--- src/rtl/tmr_ocu_pkg.sv ---
package tmr_ocu_pkg;
  typedef enum logic [1:0] {
    OCM_OFF = 2'b00,
    OCM_TOG = 2'b01,
    OCM_CLR = 2'b10,
    OCM_SET = 2'b11
  } ocm_e;
endpackage

--- src/rtl/ocu_cmp_regs.sv ---
module ocu_cmp_regs #(
  parameter int W = 8
) (
  input  logic         clk,
  input  logic         rst_n,
  input  logic         cmp_wr,
  input  logic [W-1:0] cmp_wdata,
  input  logic         pwm_mode,
  input  logic         update_stb,
  output logic [W-1:0] act_cmp
);
  logic [W-1:0] act_q, act_d, buf_q, buf_d;

  always_comb begin
    buf_d = buf_q;
    act_d = act_q;
    if (cmp_wr) buf_d = cmp_wdata;
    if (pwm_mode) begin
      if (update_stb) act_d = buf_q;
    end else if (cmp_wr) begin
      act_d = cmp_wdata;
    end
  end

  always_ff @(posedge clk or negedge rst_n) begin
    if (!rst_n) begin
      act_q <= '0;
      buf_q <= '0;
    end else begin
      act_q <= act_d;
      buf_q <= buf_d;
    end
  end

  assign act_cmp = act_q;
endmodule

--- src/rtl/ocu_match.sv ---
module ocu_match #(
  parameter int W = 8
) (
  input  logic         clk,
  input  logic         rst_n,
  input  logic         tick,
  input  logic [W-1:0] cnt_val,
  input  logic         cnt_wr,
  input  logic [W-1:0] act_cmp,
  output logic         hit
);
  logic blk_q, blk_d;

  always_comb begin
    hit   = tick && (cnt_val == act_cmp) && !blk_q && !cnt_wr;
    blk_d = cnt_wr | (blk_q & ~tick);
  end

  always_ff @(posedge clk or negedge rst_n) begin
    if (!rst_n) blk_q <= 1'b0;
    else        blk_q <= blk_d;
  end
endmodule

--- src/rtl/ocu_wave.sv ---
module ocu_wave
  import tmr_ocu_pkg::*;
(
  input  logic       clk,
  input  logic       rst_n,
  input  logic       hit,
  input  logic       force_stb,
  input  logic       pwm_mode,
  input  logic       update_stb,
  input  logic [1:0] mode,
  input  logic       flag_clr,
  output logic       cmp_flag,
  output logic       oc_state
);
  logic flag_q, flag_d, oc_q, oc_d, fire;
  ocm_e md;

  always_comb begin
    md   = ocm_e'(mode);
    fire = hit | (force_stb & ~pwm_mode);
    oc_d = oc_q;
    if (fire) begin
      case (md)
        OCM_TOG: oc_d = ~oc_q;
        OCM_CLR: oc_d = 1'b0;
        OCM_SET: oc_d = 1'b1;
        default: oc_d = oc_q;
      endcase
    end else if (pwm_mode && update_stb) begin
      case (md)
        OCM_CLR: oc_d = 1'b1;
        OCM_SET: oc_d = 1'b0;
        default: oc_d = oc_q;
      endcase
    end
    if (hit)           flag_d = 1'b1;
    else if (flag_clr) flag_d = 1'b0;
    else               flag_d = flag_q;
  end

  always_ff @(posedge clk or negedge rst_n) begin
    if (!rst_n) begin
      flag_q <= 1'b0;
      oc_q   <= 1'b0;
    end else begin
      flag_q <= flag_d;
      oc_q   <= oc_d;
    end
  end

  assign cmp_flag = flag_q;
  assign oc_state = oc_q;
endmodule

--- src/rtl/tmr_ocu.sv ---
module tmr_ocu #(
  parameter int W = 8
) (
  input  logic         clk,
  input  logic         rst_n,
  input  logic         tick,
  input  logic [W-1:0] cnt_val,
  input  logic         cnt_wr,
  input  logic         cmp_wr,
  input  logic [W-1:0] cmp_wdata,
  input  logic         force_stb,
  input  logic         pwm_mode,
  input  logic         update_stb,
  input  logic [1:0]   mode,
  input  logic         flag_clr,
  output logic         cmp_flag,
  output logic         oc_state,
  output logic         pin_ovr
);
  logic [1:0]   rs_q;
  logic         rst_i;
  logic [W-1:0] act_cmp;
  logic         hit;

  always_ff @(posedge clk or negedge rst_n) begin
    if (!rst_n) rs_q <= 2'b00;
    else        rs_q <= {rs_q[0], 1'b1};
  end
  assign rst_i = rs_q[1];

  ocu_cmp_regs #(.W(W)) u_regs (
    .clk(clk), .rst_n(rst_i), .cmp_wr(cmp_wr), .cmp_wdata(cmp_wdata),
    .pwm_mode(pwm_mode), .update_stb(update_stb), .act_cmp(act_cmp)
  );

  ocu_match #(.W(W)) u_match (
    .clk(clk), .rst_n(rst_i), .tick(tick), .cnt_val(cnt_val),
    .cnt_wr(cnt_wr), .act_cmp(act_cmp), .hit(hit)
  );

  ocu_wave u_wave (
    .clk(clk), .rst_n(rst_i), .hit(hit), .force_stb(force_stb),
    .pwm_mode(pwm_mode), .update_stb(update_stb), .mode(mode),
    .flag_clr(flag_clr), .cmp_flag(cmp_flag), .oc_state(oc_state)
  );

  assign pin_ovr = |mode;
endmodule

--- config.mk ---
export PLATFORM = sky130hd
export DESIGN_NAME = tmr_ocu
export DESIGN_NICKNAME = d
export VERILOG_FILES = /design/src/rtl/tmr_ocu_pkg.sv /design/src/rtl/ocu_cmp_regs.sv /design/src/rtl/ocu_match.sv /design/src/rtl/ocu_wave.sv /design/src/rtl/tmr_ocu.sv
export SDC_FILE = /design/constraint.sdc
export NUM_CORES = 1
export LEC_CHECK = 0
export ABC_AREA = 1
export BUFFER_PORTS_ARGS = -buffer_cell sky130_fd_sc_hd__buf_2
export CAP_MARGIN = 5
export CORE_MARGIN = 8
export CORE_UTILIZATION = 50
export DETAILED_ROUTE_END_ITERATION = 10
export PLACE_DENSITY = 0.75
export SLEW_MARGIN = 20
export SYNTH_ARGS = -nofsm -noshare
export SYNTH_HDL_FRONTEND = slang
export SYNTH_SLANG_ARGS = --single-unit
--- constraint.sdc ---
create_clock -name clk -period 0.9 [get_ports clk]
set_clock_uncertainty 0.05 [all_clocks]
set_input_delay 0.18 -clock clk [delete_from_list [all_inputs] [get_ports clk]]
set_output_delay 0.18 -clock clk [all_outputs]
set_load 0.01 [all_outputs]
After elaboration in Yosys (flattened, before gate mapping) --
Index checks and enable logic that the tools add are counted.
Word-level totals: flip-flop bits (word level) 21, word-level logic and storage cells 41, output and inout port bits 3
Cells by class: muxes and demuxes 9, bitwise gates (word level) 7, eq/ne operators 5, reduce and logical (&&, ||, !) cells 14
Operators by type and width (count):
- 8-bit two-way mux | 3
- 8-bit equality test | 1
- 2-bit nonzero test | 3
- 3-bit nonzero test | 2
- 2-bit equality test (second input constant) | 2
- 1-bit logical AND | 4
- 1-bit two-way mux | 4
- 1-bit inverter | 3
- 1-bit case mux with 3 select lines | 1
- 3-bit AND reduction | 1
- 1-bit AND | 2
- 2-bit by 1-bit equality test with 1-bit output (second input constant) | 1
- 1-bit zero test | 2
- 2-bit by 1-bit inequality test with 1-bit output (second input constant) | 1
- 1-bit bitwise OR | 2
- 1-bit case mux with 2 select lines | 1
- 2-bit AND reduction | 1
- 2-bit OR reduction | 1

Logic depth before layout (Yosys ltp) --
Gate-level depths: netlist of run 1.
depth in word-level cells 7, gate-level depth with buffers 11, gate-level depth less buffers 11

Modules after synthesis --
A second synthesis of run 1 with hierarchy kept.
Unflattened totals: cell total of the unflattened synthesis 162, area total of the unflattened synthesis 1163.6 um^2
Modules (own cells, without submodules):
- ocu_cmp_regs | cells each 95, times used 1, area an instance 783.3 um^2, sequential area each 400.4 um^2
- ocu_match | cells each 41, times used 1, area an instance 188.9 um^2, sequential area each 25.0 um^2
- ocu_wave | cells each 20, times used 1, area an instance 126.4 um^2, sequential area each 50.0 um^2
- tmr_ocu | cells each 6, times used 1, area an instance 65.1 um^2, sequential area each 50.0 um^2

Least setup slack after synthesis of run 1 --
OpenSTA, ideal clock, no wires.
path kind register to register, start reg u_regs.act_q[0], in the netlist u_regs.act_cmp[0], end reg u_wave.oc_q, in the netlist u_wave.oc_state, cell stages (with the launch flop) 9, path slack -233 ps, arrival time 967 ps, cell sequence dfrtp_1 -> xnor2_1 -> nand2_1 -> nor2_1 -> nand2_2 -> nand2_2 -> nand2_2 -> nand3_1 -> nand2_1
Between the ends: cells in the longest elaborated chain, start to end 7
RTL lines:
- start, declared | line ocu_cmp_regs.sv:12 | logic [W-1:0] act_q, act_d, buf_q, buf_d;
- start signal, assigned | line ocu_cmp_regs.sv:30 | act_q <= act_d;
- 8-bit equality test * | line ocu_match.sv:15 | hit = tick && (cnt_val == act_cmp) && !blk_q && !cnt_wr;
- 1-bit logical AND * (3 in series) | line ocu_match.sv:15
- 1-bit bitwise OR * | line ocu_wave.sv:20 | fire = hit | (force_stb & ~pwm_mode);
- 3-bit nonzero test (no source line) / 2-bit nonzero test (equally long branches)
- 3-bit AND reduction (no source line)
- end signal, assigned | line ocu_wave.sv:44 | oc_q <= 1'b0;
- end signal, assigned | line ocu_wave.sv:47 | oc_q <= oc_d;
- end, declared | line ocu_wave.sv:15 | logic flag_q, flag_d, oc_q, oc_d, fire;
Mark *: on every way between the ends. The rest lies on a longest branch, timed or not. A chain may end at the register's enable or synchronous reset.

Final worst setup path of run 1 --
start reg u_regs.act_q[2], in the netlist u_regs.act_cmp[2], end reg u_wave.oc_q, in the netlist u_wave.oc_state
The elaborated chain is that of the path after synthesis.

==> results of run 1 <==
==> power breakdown <==
part           switching, mW  total (mW)  leakage (nW)  internal, mW
sequential            0.0598        1.11         0.248          1.05
combinational          0.248       0.507         0.443         0.259
clock                  0.284       0.457        0.0150         0.173
total                  0.592        2.07         0.706          1.48
==> worst max-delay path, stage by stage (launching register included) <==
cell     delay, ns
dfrtp_1       0.42
xnor2_1       0.18
nand2_1       0.09
nor2_2        0.12
nand2_2       0.08
nand2_2       0.08
nand2_1       0.05
nand2_1       0.06
nand2_1       0.06
nand2_1       0.06
==> path summary, 6_finish.rpt <==
check	slack, ns	cells past startpoint	endpoint	from
max in group asynchronous	0.44	1	u_regs.act_cmp[4]	rs_q[1]
worst min register to register	0.16	1	u_regs.buf_q[6]	rs_q[1]
worst max-delay path	-0.41	9	u_wave.oc_state	u_regs.act_cmp[2]
worst max register to register	-0.41	9	u_wave.oc_state	u_regs.act_cmp[2]
worst min-delay path	0.03	2	u_match.blk_q	tick
min in group asynchronous	0.12	2	rs_q[0]	rst_n
==> final cells by class <==
cell class                 instances  share of cell area
inverter                          13              0.0355
multi-input combinational         82               0.328
tap                               27              0.0246
sequential                        21               0.382
clock buffer                       4              0.0191
timing repair buffer              46               0.211
==> routing by layer <==
layer	share of wire	vias up	GRT usage	wire (µm)
met5	0	-	0	0
met4	0.015	0	0.0631	36
met3	0.065	5	0.0376	158
met2	0.50	23	0.228	1220
met1	0.42	417	0.156	1020
li1	-	474	-	-
==> what timing repair did <==
action,in CTS,in global routing
pin swaps,2,3
endpoints found under the hold margin,3,0
endpoints found under the setup margin,5,6
hold buffers,2,0
setup buffers,1,4
gates resized for setup,2,10
==> state kept, by name, indices dropped and copies added, names as in the netlist <==
name / cells
u_match.blk_q: 1
u_wave.oc_state: 1
u_regs.buf_q: 8
u_wave.cmp_flag: 1
rs_q: 2
u_regs.act_cmp: 8
==> cells by family (layout without fill, tap and decap cells) <==
logic type,Yosys count,in the layout,share of synthesized area
simple gates,53,53,0.216
mux,4,4,0.0440
other cells,1,1,0.00366
buf+inv,16,63,0.0684
compound gates,19,19,0.112
flops,21,21,0.513
xor+xnor,5,5,0.0427
==> cell usage in the layout, fill, tap and decap left out, drive strengths merged <==
cell / netlist / layout
buf: 3 / 44
nand2: 39 / 39
dfrtp: 21 / 21
inv: 13 / 13
o21ai: 10 / 10
nor2: 8 / 8
xnor2: 5 / 5
mux2: 4 / 4
a31oi: 4 / 4
nand3: 4 / 4
clkbuf: 0 / 4
o211ai: 3 / 3
dlygate4sd3: 0 / 2
o21bai: 1 / 1
or2: 1 / 1
a21oi: 1 / 1
nand4: 1 / 1
conb: 1 / 1
==> stage by stage <==
step                hold WS, ns  cells
floorplan                -0.166    119
global placement        -0.0849    182
detailed placement      -0.0811    182
CTS                      0.0173    189
global route             0.0341    193
finish                   0.0296    193
==> impl_metrics.csv, run 1 <==
group,metric,value,unit
global_route,grt_antenna_before_repair,0,
route,route.antenna.remaining_nets,0,
floorplan,die_w,61.3,µm
sta,hold_viol,0,
layout,nets,194,
setup_path,cp_data_arrival_time,1.52,ns
floorplan,initial_utilization,0.528,
global_route,gr-total-overflow,0,
synthesis,yosys_register_bits,21,
clock_network,numCtsBuffers,3,
global_route,grt_pass1_vias,924,
layout,seq_area,526,µm²
global_route,grt_max_degree,20,
worst_hold_path,min_path_type,"in2reg",
sta,drv_slew,0,
placed_design,io_buffers,29,
floorplan,chipHeight,61.3,µm
placed_design,dp_hpwl,1770,µm
synthesis,synth_commonest_cells,"nand2_1 (35), dfrtp_1 (21), inv_1 (11), nor2_1 (7), o21ai_0 (7)",
pwr,finalPower,2.07,mW
clock_network,clockBufferDepth,2,
clock_network,cts_root_buf,"clkbuf_4",
synthesis,async_reset_ff_frac,1.00,
floorplan,rows,16,
synthesis,synth_ff_type,"dfrtp_1",
pwr,power_density,1510,mW/mm²
layout,multi_input_area,450,µm²
outcome,violations,"negative setup slack",
route,wl_per_cell,12.6,µm
outcome,status,"complete, but fails checks",
clock_network,cts_tree,"done",
clock_network,cts_sinks,21,
global_route,grt_first_pass_wirelength,3840,µm
floorplan,fp.dieArea,0.00375,mm²
global_route,track_usage,0.136,
placed_design,placed_cell_area,0.00126,mm²
layout,final_area,0.00138,mm²
clock_network,clk_pin_slew,0.11,ns
route,vias,919,
synthesis,yosys.area.top_type_share,0.513,
synthesis,synth_fp_nets,146,
route,dr.first_iter.drc_count,29,
layout,diodes,0,
layout,final_util,0.708,
synthesis,syn_area_per_cell,8.61,µm²
placed_design,pre_cts_ws,-0.312,ns
sta,fmax,764,MHz
synthesis,ys_top_cells_by_area,"dfrtp_1 (51%), nand2_1 (13%), mux2_2 (4.4%)",
layout,drive_above_1_share,0.398,
setup_path,critPathKind,"reg2reg",
layout,fillCellCount,161,
setup_path,end_kind,"flip-flop",
route,drc,0,
pwr,p_leak,0.706,nW
sta,period_needed,1.31,ns
layout,area_growth,34.2,%
route,viasPerCell,4.76,
setup_path,crit_path_start_kind,"flip-flop",
sta,setup_viol_count_final,4,
synthesis,synthesis.instances,119,
placed_design,gp_congestion,0.722,
sta,fin_setup_tns,-0.965,ns
synthesis,synth-edff-count,0,
clock_network,clk_latency,0.31,ns
clock_network,h-tree-depth,1,
synthesis,syn_area,0.00102,mm²
sta,period_share,1.45,
floorplan,core-area,0.00194,mm²
synthesis,yosysWarnings,0,
setup_path,worstPathRequired,1.11,ns
setup_path,worstPathMaxFanout,3,
synthesis,yosys.area.top_type,"dfrtp_1",
synthesis,synthDistinctLibCells,22,
pwr,ir_worst_vdd,1.34,mV
sta,fin_ws,-0.409,ns
job,maxCapViolations,0,
route,drt-total-wl,2440,µm
synthesis,seq_area_frac_synth,0.513,
floorplan,ios,30,
synthesis,synth_most_common_cell,"nand2_1",
sta,rsz0062_at_grt,"true",
route,first_pass_iters,4,
(Power assumes the default switching activity.)
==> run 2: changes to the inputs <==
- PLACE_DENSITY: 0.75 -> 0.78
==> run 2 against run 1 <==
Utilization rose by 0.71 points. Via count rose by 1.8%. The flow still finishes with violations (negative setup slack). Register-to-register slack improved by 0.03 ns. Critical endpoint unchanged. Fmax rose by 2.6%. Largest power group unchanged. Sequential cell count did not move. Sequential share of layout area fell by 0.38 points. Combinational power rose by 0.8%. First-iteration DRC count rose by 14%. Setup slack improved by 0.034 ns.
==> impl_metrics.csv, run 2 (same netlist as run 1, synthesis figures left out) <==
group,metric,value,unit
setup_path,rr_endpoint,"u_wave.oc_state",
floorplan,fp.dieArea,0.00375,mm²
global_route,grt_pass1_vias,900,
sta,fin_ws,-0.375,ns
route,vias,936,
sta,period_share,1.42,
setup_path,worstPathMaxFanout,3,
layout,area_growth,35.5,%
pwr,ir_worst_vdd,1.14,mV
sta,rsz0062_at_grt,"true",
clock_network,clk_pin_slew,0.12,ns
clock_network,cts_root_buf,"clkbuf_4",
global_route,gr-total-overflow,0,
outcome,violations,"negative setup slack",
floorplan,chipHeight,61.3,µm
setup_path,crit_path_start_kind,"flip-flop",
sta,setup_viol_count_final,4,
job,maxCapViolations,0,
clock_network,clockBufferDepth,2,
sta,fin_setup_tns,-1.02,ns
clock_network,numCtsBuffers,3,
layout,final_area,0.00139,mm²
placed_design,placed_cell_area,0.00127,mm²
setup_path,worstPathRequired,1.11,ns
setup_path,end_kind,"flip-flop",
global_route,grt_first_pass_wirelength,3840,µm
pwr,p_leak,0.719,nW
pwr,finalPower,2.08,mW
setup_path,reg2reg_setup_slack,-0.38,ns
layout,drive_above_1_share,0.405,
layout,final_common_cell,"nand2_1",
global_route,track_usage,0.135,
route,drt-total-wl,2330,µm
layout,diodes,0,
layout,layout.cells.non_filler,195,
floorplan,initial_utilization,0.528,
clock_network,cts_tree,"done",
floorplan,ios,30,
sta,drv_slew,0,
clock_network,clk_latency,0.31,ns
worst_hold_path,min_path_type,"in2reg",
placed_design,io_buffers,29,
placed_design,dp_hpwl,1850,µm
route,route.antenna.remaining_nets,0,
clock_network,h-tree-depth,1,
route,first_pass_iters,4,
global_route,grt_max_degree,17,
outcome,status,"complete, but fails checks",
route,wl_per_cell,11.9,µm
floorplan,core-area,0.00194,mm²
setup_path,cp_data_arrival_time,1.48,ns
floorplan,rows,16,
sta,worst_hold_slack,0.00518,ns
sta,fmax,784,MHz
sta,hold_viol,0,
route,dr.first_iter.drc_count,33,
placed_design,gp_congestion,0.762,
worst_hold_path,hp-start,"tick",
layout,mostFrequentLayoutCells,"nand2_1 (35), buf_2 (28), dfrtp_1 (21)",
placed_design,placedCellCount,184,
setup_path,reg2regPathDepth,9,
sta,period_needed,1.28,ns
worst_hold_path,hold_depth,2,
layout,fillCellCount,151,
global_route,grt_antenna_before_repair,0,
setup_path,critPathKind,"reg2reg",
setup_path,r2r_start,"u_regs.act_cmp[6]",
layout,nets,196,
route,viasPerCell,4.80,
floorplan,die_w,61.3,µm
clock_network,cts_sinks,21,
worst_hold_path,min_delay_worst_endpoint,"u_match.blk_q",
pwr,power_density,1500,mW/mm²
route,drc,0,
run 2: area by class of cell:
| type | instances | area [µm²] | share of cell area |
|---|---|---|---|
| Sequential cell | 21 | 526 | 0.378 |
| Multi-Input combinational cell | 82 | 450 | 0.324 |
| Timing Repair Buffer | 48 | 303 | 0.218 |
| Inverter | 13 | 48.8 | 0.0351 |
| Tap cell | 27 | 33.8 | 0.0243 |
| Clock buffer | 3 | 22.5 | 0.0162 |
| Clock inverter | 1 | 5.00 | 0.00360 |
run 2: worst max path at each step:
stage	from	to	slack, ns	cells after the start
finish	u_regs.act_cmp[6]	u_wave.oc_state	-0.38	9
global route	u_regs.act_cmp[1]	u_wave.oc_state	-0.48	9
CTS	u_regs.act_cmp[6]	u_wave.oc_state	-0.35	9
detailed placement	u_regs.act_cmp[6]	u_wave.oc_state	-0.34	8
global placement	u_regs.act_cmp[6]	u_wave.oc_state	-0.29	8
floorplan	u_match.blk_q	u_wave.oc_state	-0.22	10
run 2: per-stage QoR:
stage	setup slack [ns]	util
floorplan	-0.224	-
global placement	-0.292	0.655
detailed placement	-0.344	0.655
CTS	-0.353	0.698
global route	-0.482	0.715
finish	-0.375	0.715
run 2: layer usage:
layer | routed length, µm | global-route usage | vias to the layer above
met4 | 15 | 0.0465 | 0
met2 | 1190 | 0.219 | 28
met1 | 963 | 0.165 | 429
met5 | 0 | 0 | -
met3 | 157 | 0.0397 | 2
li1 | - | - | 477
run 2: timing repair:
action,4_1_cts,5_1_grt
setup buffers,3,2
endpoints found under the setup margin,5,7
pin swaps,0,5
endpoints found under the hold margin,3,0
cloned,0,0
resized for setup,3,7
hold buffers,2,0
run 2: critical path, cell delays in order (launching register included):
cell     delay (ns)
dfrtp_1        0.44
xnor2_1        0.16
nand3_1        0.10
nor2_2         0.10
nand2_2        0.08
nand2_2        0.07
nand2_2        0.06
nand2_1        0.06
nand2_1        0.05
nand2_1        0.05
run 2: power by group:
| group | total (mW) | switching (mW) | internal, mW | leakage [nW] |
|---|---|---|---|---|
| registers | 1.11 | 0.0631 | 1.05 | 0.248 |
| logic | 0.511 | 0.243 | 0.267 | 0.453 |
| clock network | 0.456 | 0.290 | 0.166 | 0.0177 |
| total | 2.08 | 0.597 | 1.48 | 0.719 |
